<file path="src/rtl/flash_pe_seq.sv">
module flash_pe_seq #(
  parameter int DIV_W    = 6,
  parameter int WORD_CYC = 35,
  parameter int BLK_FIRST = 30,
  parameter int BLK_NEXT = 21,
  parameter int BLK_END  = 6,
  parameter int SEG_CYC  = 4819,
  parameter int MASS_CYC = 5297,
  parameter int BLK_MAX  = 64
) (
  input  logic             clk,
  input  logic             rst_n,
  input  logic [DIV_W-1:0] div_val,
  input  logic             cmd_valid,
  input  logic [1:0]       cmd_op,
  input  logic             data_valid,
  input  logic             blk_end,
  input  logic             viol_clr,
  output logic             busy,
  output logic             word_ready,
  output logic             pgm_en,
  output logic             ers_en,
  output logic             hv_en,
  output logic             viol,
  output logic             done
);
  localparam int LONGEST = (MASS_CYC > SEG_CYC) ? MASS_CYC : SEG_CYC;
  localparam int CW  = $clog2(LONGEST + 1);
  localparam int WCW = $clog2(BLK_MAX + 1);

  typedef enum logic [2:0] {S_IDLE, S_PEND, S_RUN, S_WAIT, S_END} st_t;

  st_t            st;
  logic [1:0]     op;
  logic [DIV_W-1:0] dcnt;
  logic [CW-1:0]  cnt, lim;
  logic [WCW-1:0] words;
  logic           first, pend, endreq;

  wire tick  = dcnt >= div_val;
  wire block = op == 2'd1;
  wire last  = tick && cnt == lim - 1'b1;
  wire full  = words >= WCW'(BLK_MAX);

  assign busy       = st != S_IDLE;
  assign word_ready = busy && block && st != S_END && !pend && !endreq && !full;
  assign pgm_en     = st == S_RUN && !op[1];
  assign ers_en     = st == S_RUN && op[1];
  assign hv_en      = st == S_RUN || st == S_WAIT || st == S_END;

  always_comb begin
    if (st == S_END) lim = CW'(BLK_END);
    else case (op)
      2'd0:    lim = CW'(WORD_CYC);
      2'd1:    lim = first ? CW'(BLK_FIRST) : CW'(BLK_NEXT);
      2'd2:    lim = CW'(SEG_CYC);
      default: lim = CW'(MASS_CYC);
    endcase
  end

  always_ff @(posedge clk or negedge rst_n) begin
    if (!rst_n) begin
      st     <= S_IDLE;
      op     <= 2'd0;
      dcnt   <= '0;
      cnt    <= '0;
      words  <= '0;
      first  <= 1'b0;
      pend   <= 1'b0;
      endreq <= 1'b0;
      viol   <= 1'b0;
      done   <= 1'b0;
    end else begin
      dcnt <= tick ? '0 : dcnt + 1'b1;
      done <= 1'b0;

      if (cmd_valid && busy) viol <= 1'b1;
      else if (viol_clr)     viol <= 1'b0;

      if (word_ready && data_valid) begin
        pend  <= 1'b1;
        words <= words + 1'b1;
      end
      if (busy && block && st != S_END && blk_end) endreq <= 1'b1;

      case (st)
        S_IDLE: if (cmd_valid) begin
          st     <= S_PEND;
          op     <= cmd_op;
          words  <= WCW'(1);
          pend   <= 1'b0;
          endreq <= 1'b0;
          first  <= 1'b1;
        end
        S_PEND: if (tick) begin
          st  <= S_RUN;
          cnt <= '0;
        end
        S_RUN: if (tick) begin
          if (!last) cnt <= cnt + 1'b1;
          else if (!block) begin
            st   <= S_IDLE;
            done <= 1'b1;
          end else begin
            first <= 1'b0;
            cnt   <= '0;
            if (pend)                pend <= 1'b0;
            else if (endreq || full) st   <= S_END;
            else                     st   <= S_WAIT;
          end
        end
        S_WAIT: if (tick) begin
          cnt <= '0;
          if (pend) begin
            st   <= S_RUN;
            pend <= 1'b0;
          end else if (endreq) st <= S_END;
        end
        S_END: if (tick) begin
          if (last) begin
            st   <= S_IDLE;
            done <= 1'b1;
          end else cnt <= cnt + 1'b1;
        end
        default: st <= S_IDLE;
      endcase
    end
  end
endmodule

</file>
<file path="config.mk">
export PLATFORM = sky130hd
export DESIGN_NAME = flash_pe_seq
export DESIGN_NICKNAME = d
export VERILOG_FILES = /design/src/rtl/flash_pe_seq.sv
export SDC_FILE = /design/constraint.sdc
export NUM_CORES = 1
export LEC_CHECK = 0
export BUFFER_PORTS_ARGS = -buffer_cell sky130_fd_sc_hd__buf_2
export CAP_MARGIN = 20
export CORE_AREA = 4 4 74 76
export CTS_CLUSTER_DIAMETER = 200
export DETAILED_ROUTE_END_ITERATION = 10
export DIE_AREA = 0 0 78 80
export GPL_ROUTABILITY_DRIVEN = 0
export GPL_TIMING_DRIVEN = 0
export PLACE_DENSITY = 0.72
export SYNTH_ARGS = -nofsm -noshare
export SYNTH_HDL_FRONTEND = slang
export SYNTH_SLANG_ARGS = --single-unit
</file>
<file path="constraint.sdc">
create_clock -name clk -period 2.95 [get_ports clk]
set_input_delay 0.295 -clock clk [delete_from_list [all_inputs] [get_ports clk]]
set_output_delay 0.295 -clock clk [all_outputs]
set_load 0.005 [all_outputs]
</file>
Word level (Yosys, flattened, before mapping):

Index checks and enable logic that the tools add are counted.

* magnitude comparators: 2
* equality and inequality tests: 21
* reduce and logical (&&, ||, !) cells: 29
* muxes and demuxes: 51
* add/subtract/negate cells: 4

Operators with widths (number)
* 2-to-1 mux 13 bit: 7
* case mux 13 bit (3 select lines): 2
* 2-to-1 mux 3 bit: 12
* 2-to-1 mux 1 bit: 21
* 2-to-1 mux 7 bit: 3
* != test 2 bit, second input constant: 9
* case mux 3 bit (5 select lines): 1
* adder 13 x 1 -> 13 bit, second input constant: 1
* equality test 13 bit: 1
* subtractor 13 x 1 -> 13 bit, second input constant: 1
* != test 3 bit, second input constant: 4
* logical AND 1 bit: 11
* AND reduction 9 bit: 1
* adder 7 x 1 -> 7 bit, second input constant: 1
* >= comparator 7 bit, second input constant: 1
* adder 6 x 1 -> 6 bit, second input constant: 1
* equality test 3 x 2 -> 1 bit, second input constant: 2
* >= comparator 6 bit: 1
* 2-to-1 mux 6 bit: 1
* AND reduction 6 bit: 1
* nonzero test 3 bit: 2
* AND reduction 5 bit: 1
* logical NOT 1 bit: 4
* 2-to-1 mux 4 bit: 1
* other kinds (13): 17

* output and inout port bits: 7
* flip-flop bits (word level): 36
* input bits: 14

Depth between registers and ports, before layout:

Gate-level depths: netlist (run 1).

* depth in word-level cells: 13
* mapped depth: 16
* gate-level depth less buffers: 14

Worst setup path after synthesis (run 1):

Ideal clock, no wire load.

* path kind: register -> register
* from: register op[1]
* to: register st[0]
* data arrival time: 3.096 ns
* required time: 2.825 ns
* slack: -0.271 ns
* cell stages (with the launch flop): 15
* period minus slack after synthesis: 3.221 ns
* path buffers: 1
* cells stage by stage: dfrtp_1 inv_1 ha_1 clkbuf_1 nand2_1 a21oi_1 nor2_1 ha_1 nor2b_1 a21o_1 a31o_2 a211oi_4 nand4_1 a21oi_1 mux2_2

* cells in the longest elaborated chain, start to end: 8
* elaborated cells on any way between the ends: 16

Ends and longest elaborated chain
* start: declaration: line 34 `logic [1:0] op;`
* start signal: assignment: line 89 `op <= cmd_op;`
* equality test 2 bit, or another cell as far along: line 53 `else case (op)`
* case mux 13 bit (3 select lines): line 53
* 2-to-1 mux 13 bit: line 52 `if (st == S_END) lim = CW'(BLK_END);`
* subtractor 13 x 1 -> 13 bit: line 42 `wire last = tick && cnt == lim - 1'b1;`
* equality test 13 bit: line 42
* logical AND 1 bit: line 42
* != test 2 bit (no source line)
* AND reduction 9 bit (no source line)
* end signal: assignment: line 63 `st <= S_IDLE;`
* end signal: assignment: line 88 `st <= S_PEND;`
* end signal: assignment: line 96 `st <= S_RUN;`
* end: declaration: line 33 `st_t st;`

Several ways; a longest one is shown, not always the timed one. The select of a mux whose other input is x is not followed.
A chain may end at the register's enable or synchronous reset.

Final worst setup path (run 1):

* from: register op[0]
* to: register cnt[6]

* cells in the longest elaborated chain, start to end: 9
* elaborated cells on any way between the ends: 14

Ends and longest elaborated chain
* equality test 2 bit, or another cell as far along: line 53
* case mux 13 bit (3 select lines): line 53
* 2-to-1 mux 13 bit: line 52
* subtractor 13 x 1 -> 13 bit: line 42
* equality test 13 bit: line 42
* logical AND 1 bit: line 42
* 2-to-1 mux 13 bit: line 100 `if (!last) cnt <= cnt + 1'b1;`
* 2-to-1 mux 13 bit: line 99 `S_RUN: if (tick) begin`
* case mux 13 bit (3 select lines): line 86 `case (st)`
* end signal: assignment: line 100
* end signal: assignment: line 123 `end else cnt <= cnt + 1'b1;`
* end: declaration: line 36 `logic [CW-1:0] cnt, lim;`

Several ways; a longest one is shown, not always the timed one. The select of a mux whose other input is x is not followed.

==> results.cfg, run 1 <==
[cells_and_area]
diodes = 0
drive_gt1_share_pct = 28.9
fill_cells = 359
final_area_mm2 = 0.00331
synthToLayoutAreaGrowth_pct = 29.5
fin_nets = 379
layoutNonFillerInstCount = 416

[timing]
max-slew-margin-rel_pct = 47.0
worst_pin_slew_ns = 0.795
hold_viol_final = 0
layout_min_cycle_time_ns = 3.30
worst_slack_ns = -0.346
rsz0062_at_grt = true
setup_viol = 18
tns_ns = -3.95
slew_violations = 0
timing.final.crit_share_pct = 112
clock.fmax_ghz = 0.303
skew_ns = 0.00830
hold_ws_ns = 0.0831

[synthesis]
ys.flop_type = dfrtp_1
ys_ff_latch = 36
synth_area_leaders = dfrtp_1 (35%), ha_1 (8.3%), nand2_1 (4.9%)
synth-xor-area-share_pct = 6.52
syn_area_mm2 = 0.00255
synth_compound_area_share_pct = 19.0
yosys.area.top_type = dfrtp_1
synth_commonest_cells = dfrtp_1 (36), nand2_1 (33), nor2_1 (30)
yosys.area_share.simple_pct = 24.1
yosys_warnings = 0
yosys.cell_count.top_type = dfrtp_1
ys_seq_area_share_pct = 35.3
muxShareOfSynthArea_pct = 0.882
yosysTopAreaCellShare_pct = 35.3
syn_nets = 331
synth_edf_count = 0
synthArstFlopShare_pct = 100
synth_top_family_by_area = simple AND/OR/NAND/NOR gates
synthAdderAreaFrac_pct = 8.33
synth_cell_types = 54
syn_area_per_cell_um2 = 8.51
syn_inst = 300

[critical_path]
reg2reg_slack_ns = -0.35
cp_max_fo = 6
required_ns = 3.13
endpoint_kind = register
path_class = register to register
start_kind = register
critPathArrivalTime_ns = 3.47

[clocking]
cts_root_buf = clkbuf_8
insertion_delay_ns = 0.29
tritoncts = built
h-tree-depth = 2
clk_path_buf_depth = 2
ctsHoldBuffers = 0
cts_inserted_buffers = 5
path_clk_slew_ns = 0.08
clock_sinks = 36

[detailed_routing]
drtIter0Drc = 197
top_layer = met4
ant_nets = 0
vias = 2412
met3_wirelength_um = 353
met1_length_mm = 3.02
via_per_inst = 5.80
first_pass_iters = 4
routed_wl_mm = 6.40
drc_errors = 0
wl_met2_mm = 2.89
wl_per_cell_um = 15.4

[global_routing]
grt_use_total_pct = 21.6
grt_pass1_wl_mm = 10.6
grt_pass1_vias = 2239
grt_start_max_net_pins = 37
gr-total-overflow = 0
antenna_found_initial = 0

[floorplanning]
fp.dieW_um = 78
start_util_pct = 54.0
die_h_um = 80
io_pins = 21
core_area_mm2 = 0.00472
dieArea_mm2 = 0.00624
rows = 25

[placed_design]
placed_area_mm2 = 0.00280
port_buffers = 20
place_inst = 387
place_hpwl_mm = 4.05

[run_status]
failed_checks = setup timing
status = finished with violations

[pwr]
p_total_uw = 1630
ir_drop_mv = 0.403
p_per_area_mw_per_mm2 = 494
leakage_uw = 0.00145

[worst_hold_path]
worst_hold_path_type = input pin to asynchronous set/reset pin

[job]
cap_viol_max_count = 0
cell usage in the layout, fill, tap and decap left out, types with 3 or more instances in the layout:
cell type / synthesis / layout
inv_1: 23 / 21
clkbuf_8: 0 / 6
o21ai_0: 17 / 16
nor2_1: 30 / 28
a2bb2oi_2: 0 / 4
o211ai_1: 3 / 3
xor2_1: 13 / 12
and3_1: 6 / 5
nand4_1: 5 / 5
buf_6: 2 / 5
nand2b_1: 5 / 5
a21oi_1: 12 / 8
buf_2: 2 / 20
dfrtp_1: 36 / 34
nand3_1: 10 / 8
o31ai_1: 7 / 4
and4b_1: 4 / 4
a21o_1: 3 / 3
clkbuf_1: 8 / 8
nand2_1: 33 / 30
o31ai_2: 0 / 3
xnor2_1: 6 / 6
ha_1: 17 / 12
nor3_1: 6 / 5
a21oi_2: 1 / 4
buf_4: 0 / 19
ha_4: 0 / 5
per-layer routing:
layer  track usage (%)  vias to the layer above
li1                  -                     1155
met1              29.7                     1160
met2              34.1                       78
met3              4.06                       19
met4              7.52                        0
met5                 0                        -
cells by family (layout without fill, tap and decap cells):
group | after synthesis | after routing
simple gates | 121 | 121
compound gates | 70 | 70
flops | 36 | 36
buf+inv | 35 | 84
xor+xnor | 19 | 19
fa+ha+maj | 17 | 17
mux | 2 | 2
path summary, 6_finish.rpt:
kind	cells past startpoint	to	start
min in group clk	2	viol	viol_clr
min	1	dcnt[2]	rst_n
max reg2reg	15	cnt[6]	op[0]
max	15	cnt[6]	op[0]
max in group asynchronous	1	op[1]	rst_n
min reg2reg	1	dcnt[0]	dcnt[0]
power breakdown:
| group | switching (µW) | internal (µW) |
|---|---|---|
| Combinational | 331 | 266 |
| Clock | 188 | 190 |
| Sequential | 95.3 | 564 |
| Total | 614 | 1020 |
metrics by stage:
| step | worst slack, ns | util [%] |
|---|---|---|
| 5_1_grt | -0.470 | 70.0 |
| 3_3_place_gp | -0.576 | 59.4 |
| 2_1_floorplan | -0.0258 | - |
| 6_report | -0.346 | 70.0 |
| 3_5_place_dp | -0.575 | 59.4 |
| 4_1_cts | -0.168 | 67.4 |
what timing repair did:
action / CTS / global route
buffers inserted: 14 / 7
setup endpoints to repair: 18 / 18
pin swaps: 23 / 16
cloned: 1 / 0
gates resized for setup: 34 / 15
critical path: stages (launching register included):
cell and delay, ns:
dfrtp_2 0.43, inv_2 0.10, ha_4 0.19, nor3_4 0.18, nand2_2 0.11, nand2_2 0.10
ha_4 0.16, nor2b_4 0.16, a21o_1 0.16, nand4_1 0.21, a211oi_4 0.41, nand4_1 0.30
o22ai_4 0.30, buf_12 0.15, a2bb2oi_2 0.15, o31ai_2 0.08
cell type report:
type	count	area, µm²	area share, %
Clock buffer	7	86.3	2.61
Clock inverter	1	7.51	0.227
Tap cell	67	83.8	2.54
Inverter	23	88.8	2.69
Multi-Input combinational cell	229	1780	53.7
Buffer	11	75.1	2.27
Sequential cell	36	903	27.3
Timing Repair Buffer	42	285	8.63
sequential cells by signal (all words and copies together) (netlist names), 2 cells and up:
| name | cells |
|---|---|
| cnt | 13 |
| words | 7 |
| dcnt | 6 |
| st | 3 |
| op | 2 |
Note: power is estimated with default switching activity, not from simulation.
==> inputs of run 2 (changes only) <==
--- a/config.mk
+++ b/config.mk
@@ -13,6 +13,7 @@
 export DIE_AREA = 0 0 78 80
 export GPL_ROUTABILITY_DRIVEN = 0
 export GPL_TIMING_DRIVEN = 0
+export MAX_ROUTING_LAYER = met4
 export PLACE_DENSITY = 0.72
 export SYNTH_ARGS = -nofsm -noshare
 export SYNTH_HDL_FRONTEND = slang
==> results.cfg, run 2 (synthesis gave the netlist of run 1 again) <==
[run_status]
status = finished with violations
failed_checks = setup timing

[global_routing]
grt_pass1_vias = 2236
gr-total-overflow = 0
grt_start_max_net_pins = 37
antenna_found_initial = 0
grt_use_total_pct = 22.2
grt_pass1_wl_mm = 10.6

[critical_path]
crit_start = st[1]
crit_buf_inv = 3
reg2reg_slack_ns = -0.31
endpoint_kind = register
path_cells = buf_6 -> or3b_1 -> buf_6 -> nand2_2 -> ha_4 -> nor2b_4 -> a21o_1 -> nand4_1 -> a211oi_4 -> nand4_1 -> o22ai_4 -> buf_12 -> a2bb2oi_2 -> o31ai_2
r2r_end = cnt[6]
cp_max_fo = 10
critPathSlowestCell = a211oi_4
required_ns = 3.13
path_class = register to register
critPathArrivalTime_ns = 3.44
reg2reg_from = st[1]
cp_top_family = compound AO/OA/AOI/OAI gates
slowest_delay_ns = 0.39
rr_worst_depth = 14
start_kind = register

[timing]
rsz0062_at_grt = true
tns_ns = -3.38
max-slew-margin-rel_pct = 46.5
timing.final.crit_share_pct = 111
slew_violations = 0
skew_ns = 0.00806
clock.fmax_ghz = 0.306
setup_viol = 17
layout_min_cycle_time_ns = 3.26
worst_slack_ns = -0.314
worst_pin_slew_ns = 0.803
hold_viol_final = 0
hold_ws_ns = 0.0875

[floorplanning]
rows = 25
start_util_pct = 54.0
die_h_um = 80
io_pins = 21
core_area_mm2 = 0.00472
dieArea_mm2 = 0.00624
fp.dieW_um = 78

[cells_and_area]
mostFrequentLayoutCells = dfrtp_1 (34), nand2_1 (30), nor2_1 (28)
regMostFlops = cnt
layoutNonFillerInstCount = 416
top_regs = cnt: 13 flops, words: 7 flops, dcnt: 6 flops
final_common_cell = dfrtp_1
diodes = 0
drive_gt1_share_pct = 28.9
largest_reg_flops = 13
utilization_pct = 70.0
final_area_mm2 = 0.00331
synthToLayoutAreaGrowth_pct = 29.5
fin_nets = 379

[worst_hold_path]
worst_hold_path_type = input pin to asynchronous set/reset pin

[detailed_routing]
vias = 2344
first_pass_iters = 4
wl_per_cell_um = 15.3
drtIter0Drc = 157
routed_wl_mm = 6.36
via_per_inst = 5.63
ant_nets = 0
drc_errors = 0

[pwr]
leakage_uw = 0.00145
ir_drop_mv = 0.401
p_per_area_mw_per_mm2 = 493

[clocking]
path_clk_slew_ns = 0.08
tritoncts = built
h-tree-depth = 2
ctsHoldBuffers = 0
clk_path_buf_depth = 2
cts_inserted_buffers = 5
insertion_delay_ns = 0.29
cts_root_buf = clkbuf_8
clock_sinks = 36

[placed_design]
port_buffers = 20
place_hpwl_mm = 4.05
place_inst = 387
placed_area_mm2 = 0.00280

[job]
cap_viol_max_count = 0
[run 2: cell counts in the layout (fill, tap and decap cells not counted)]
No cell type changed its count.
[run 2: worst max path at each step]
| stage | endpoint | slack, ns | cells past startpoint |
|---|---|---|---|
| finish | cnt[6] | -0.31 | 14 |
| global route | cnt[5] | -0.45 | 15 |
| CTS | cnt[5] | -0.17 | 16 |
| detailed placement | cnt[2] | -0.57 | 15 |
| global placement | cnt[2] | -0.58 | 15 |
| floorplan | cnt[2] | -0.03 | 16 |
[run 2: worst register-to-register path: cells and delay by family (launching register included)]
| family | cells | cell delay (ns) |
|---|---|---|
| flip-flops | 1 | 0.38 |
| buffers and inverters | 3 | 0.44 |
| AND/OR/NAND/NOR | 5 | 1.08 |
| adder cells (fa/ha/maj) | 1 | 0.16 |
| AO/OA/AOI/OAI | 5 | 1.10 |
[run 2: layer usage]
layer / wire, µm / vias up / global-route usage (%)
li1: - / 1154 / -
met1: 3050 / 1112 / 30.0
met2: 2880 / 67 / 34.1
met3: 301 / 11 / 3.84
met4: 116 / 0 / 7.34
met5: 0 / - / -
[run 2: power by group]
group | switching, µW | total (µW) | internal, µW
combinational | 328 | 594 | 266
clock | 187 | 377 | 190
sequential | 95.6 | 659 | 564
[run 2: repair_timing]
| item | 4_1_cts | 5_1_grt |
|---|---|---|
| resized for setup | 34 | 15 |
| gates cloned | 1 | 0 |
| pin swaps | 23 | 16 |
| endpoints found under the setup margin | 18 | 18 |
| setup buffers | 14 | 7 |
[run 2: cell type report]
class,count,area (µm²)
Timing Repair Buffer,42,285
Fill cell,359,1420
Clock buffer,7,86.3
Buffer,11,75.1
Sequential cell,36,903
Multi-Input combinational cell,229,1780
Inverter,23,88.8
Tap cell,67,83.8
Clock inverter,1,7.51
[run 2: metrics by stage]
stage	power (µW)	setup slack, ns
2_1_floorplan	1020	-0.0258
3_3_place_gp	1130	-0.576
3_5_place_dp	1140	-0.575
4_1_cts	1600	-0.168
5_1_grt	1750	-0.452
6_report	1630	-0.314
==> inputs of run 3 (changes only) <==
==> config.mk (replaced) <==
export PLATFORM = sky130hd
export DESIGN_NAME = flash_pe_seq
export DESIGN_NICKNAME = d
export VERILOG_FILES = /design/src/rtl/flash_pe_seq.sv
export SDC_FILE = /design/constraint.sdc
export NUM_CORES = 1
export LEC_CHECK = 0
export ABC_AREA = 1
export BUFFER_PORTS_ARGS = -buffer_cell sky130_fd_sc_hd__buf_2
export CAP_MARGIN = 20
export CORE_AREA = 4 4 78 80
export CTS_CLUSTER_DIAMETER = 200
export DETAILED_ROUTE_END_ITERATION = 10
export DIE_AREA = 0 0 82 84
export GPL_ROUTABILITY_DRIVEN = 0
export GPL_TIMING_DRIVEN = 0
export HOLD_SLACK_MARGIN = 0.02
export MAX_ROUTING_LAYER = met4
export PLACE_DENSITY = 0.71
export SYNTH_ARGS = -nofsm -noshare
export SYNTH_HDL_FRONTEND = slang
export SYNTH_SLANG_ARGS = --single-unit
==> results.cfg, run 3 <==
[run_status]
status = complete, no violations

[floorplanning]
dieArea_mm2 = 0.00689
core_area_mm2 = 0.00541
rows = 27
start_util_pct = 52.8
fp.dieW_um = 82
die_h_um = 84
io_pins = 21

[timing]
worst_slack_ns = 0.153
clock.fmax_ghz = 0.358
max-slew-margin-rel_pct = 45.0
rsz0062_at_grt = true
hold_ws_ns = 0.0982
layout_min_cycle_time_ns = 2.80
worst_pin_slew_ns = 0.825
skew_ns = 0.00696
setup_viol = 0
timing.final.crit_share_pct = 94.8
slew_violations = 0
hold_viol_final = 0

[critical_path]
cp_max_fo = 5
required_ns = 3.16
rr_worst_depth = 19
reg2reg_slack_ns = 0.15
critPathArrivalTime_ns = 3.01
slowest_delay_ns = 0.43
endpoint_kind = register
path_class = register to register
reg2reg_from = op[0]
path_cells = buf_6 -> ha_4 -> nand2_4 -> nand3_4 -> a21oi_4 -> ha_4 -> xnor2_4 -> nor2_1 -> nand2_1 -> nor2_1 -> nand2_1 -> nor2_2 -> nand3_1 -> nor2_1 -> nand4_1 -> nand2_4 -> buf_4 -> nand2_1 -> o21ai_0
cp_num_cells = 19
crit_buf_inv = 2
r2r_end = cnt[11]
cp_top_family = simple AND/OR/NAND/NOR gates
start_kind = register
endpoint = cnt[11]
critPathSlowestCell = dfrtp_1
crit_start = op[0]

[placed_design]
place_ws_ns = -0.183
place_hpwl_mm = 4.83
place_inst = 514
port_buffers = 20

[synthesis]
yosysTopAreaCellShare_pct = 31.6
synth_cell_types = 37
ys_ff_latch = 36
synth_area_leaders = dfrtp_1 (32%), nand2_1 (16%), inv_1 (9.3%)
syn_area_per_cell_um2 = 6.76
ys.flop_type = dfrtp_1
synth_compound_area_share_pct = 9.08
yosys.cell_count.top_type = nand2_1
synthAdderAreaFrac_pct = 7.46
ys_seq_area_share_pct = 31.6
syn_area_mm2 = 0.00285
yosys.area.top_type = dfrtp_1
syn_inst = 422
muxShareOfSynthArea_pct = 0
synth_commonest_cells = nand2_1 (118), inv_1 (71), nor2_1 (45)
synthArstFlopShare_pct = 100
synth_edf_count = 0
yosys_warnings = 0
synth-xor-area-share_pct = 6.10
yosys.area_share.simple_pct = 33.9
synth_top_family_by_area = simple AND/OR/NAND/NOR gates
syn_nets = 453

[pwr]
pwr-share-clk_pct = 10.1
pwr-share-comb_pct = 67.2
leakage_uw = 0.00182
ir_drop_mv = 0.662
seqPwrFrac_pct = 22.7
p_int_uw = 1700
p_switching_uw = 1610
p_per_area_mw_per_mm2 = 983
netSwitchingFraction_pct = 48.6

[detailed_routing]
via_per_inst = 5.07
wl_per_cell_um = 12.3
routed_wl_mm = 6.57
drc_errors = 0
vias = 2698
ant_nets = 0
first_pass_iters = 5
drtIter0Drc = 184

[global_routing]
grt_use_total_pct = 21.5
antenna_found_initial = 0
grt_pass1_vias = 2702
grt_pass1_wl_mm = 11.5
gr-total-overflow = 0
grt_start_max_net_pins = 37

[worst_hold_path]
worst_hold_path_type = input pin to asynchronous set/reset pin

[job]
cap_viol_max_count = 0

[cells_and_area]
mostFrequentLayoutCells = nand2_1 (116), inv_1 (67), nor2_1 (44)
diodes = 0
drive_gt1_share_pct = 16.1
regMostFlops = cnt
fin_nets = 491
largest_reg_flops = 13
final_common_cell = nand2_1
top_regs = cnt: 13 flops, words: 7 flops, dcnt: 6 flops
fill_cells = 518
synthToLayoutAreaGrowth_pct = 17.8
layoutNonFillerInstCount = 532

[clocking]
clock_sinks = 36
cts_root_buf = clkbuf_8
path_clk_slew_ns = 0.07
h-tree-depth = 2
cts_inserted_buffers = 5
tritoncts = built
clk_path_buf_depth = 2
insertion_delay_ns = 0.29
[run 3: changes by cell type in the layout (fill, tap and decap cells not counted), moves of 5 or more]
cell / delta
nand2_1: +86
inv_1: +46
nand3_1: +27
nor2_1: +16
buf_4: -9
xnor2_1: -6
and3_1: -5
nand2b_1: -5
[run 3: layout make-up]
type / count / area [µm²] / share of cell area (%)
Inverter: 72 / 278 / 8.27
Sequential cell: 36 / 902 / 26.9
Buffer: 9 / 72.6 / 2.16
Multi-Input combinational cell: 304 / 1740 / 51.8
Clock buffer: 6 / 72.6 / 2.16
Timing Repair Buffer: 32 / 198 / 5.88
Tap cell: 72 / 90.1 / 2.68
Clock inverter: 1 / 5.00 / 0.149
[run 3: logic make-up after synthesis]
logic type	count (synthesis)
and+or+nand+nor	224
buffers and inverters	82
AOI/OAI and AO/OA	44
DFF	36
xor gates and xnor gates	19
adders and majority gates	17
[run 3: metal layers]
| metal | routed length (µm) | GRT usage, % |
|---|---|---|
| met4 | 78 | 8.46 |
| met2 | 3100 | 33.1 |
| met1 | 3050 | 28.0 |
| met3 | 345 | 3.24 |
| met5 | 0 | - |
[run 3: power groups by stage]
stage	Clock, µW	Combinational [µW]	Sequential (µW)
after detailed placement	0	1770	750
after floorplan	0	1390	721
final	335	2220	750
after CTS	342	1830	737
after global routing	370	2500	770
after global placement	0	1720	749
[run 3: worst min path at each step]
stage	startpoint	to	slack, ns	cells past startpoint
2_1_floorplan	rst_n	cnt[0]	-0.0006	0
3_3_place_gp	rst_n	words[2]	0.45	1
3_5_place_dp	rst_n	words[2]	0.45	1
4_1_cts	rst_n	words[2]	0.13	1
5_1_grt	rst_n	words[2]	0.17	1
6_report	rst_n	words[2]	0.1	1
[run 3: per-stage QoR]
stage / instance area, µm² / util (%) / setup TNS, ns / power [µW]
2_1_floorplan: 2850 / - / 0 / 2110
3_3_place_gp: 3040 / 56.3 / -1.14 / 2470
3_5_place_dp: 3040 / 56.3 / -2.08 / 2520
4_1_cts: 3180 / 58.8 / 0 / 2910
5_1_grt: 3360 / 62.2 / -0.455 / 3640
6_report: 3360 / 62.2 / 0 / 3300
[run 3: repair_timing]
| action | 4_1_cts | 5_1_grt |
|---|---|---|
| gates resized for setup | 4 | 34 |
| pin swaps | 3 | 14 |
| hold endpoints to repair | 0 | 0 |
| cloned | 0 | 1 |
| setup buffers | 6 | 5 |
| hold buffers | 0 | 0 |
| endpoints found under the setup margin | 14 | 18 |
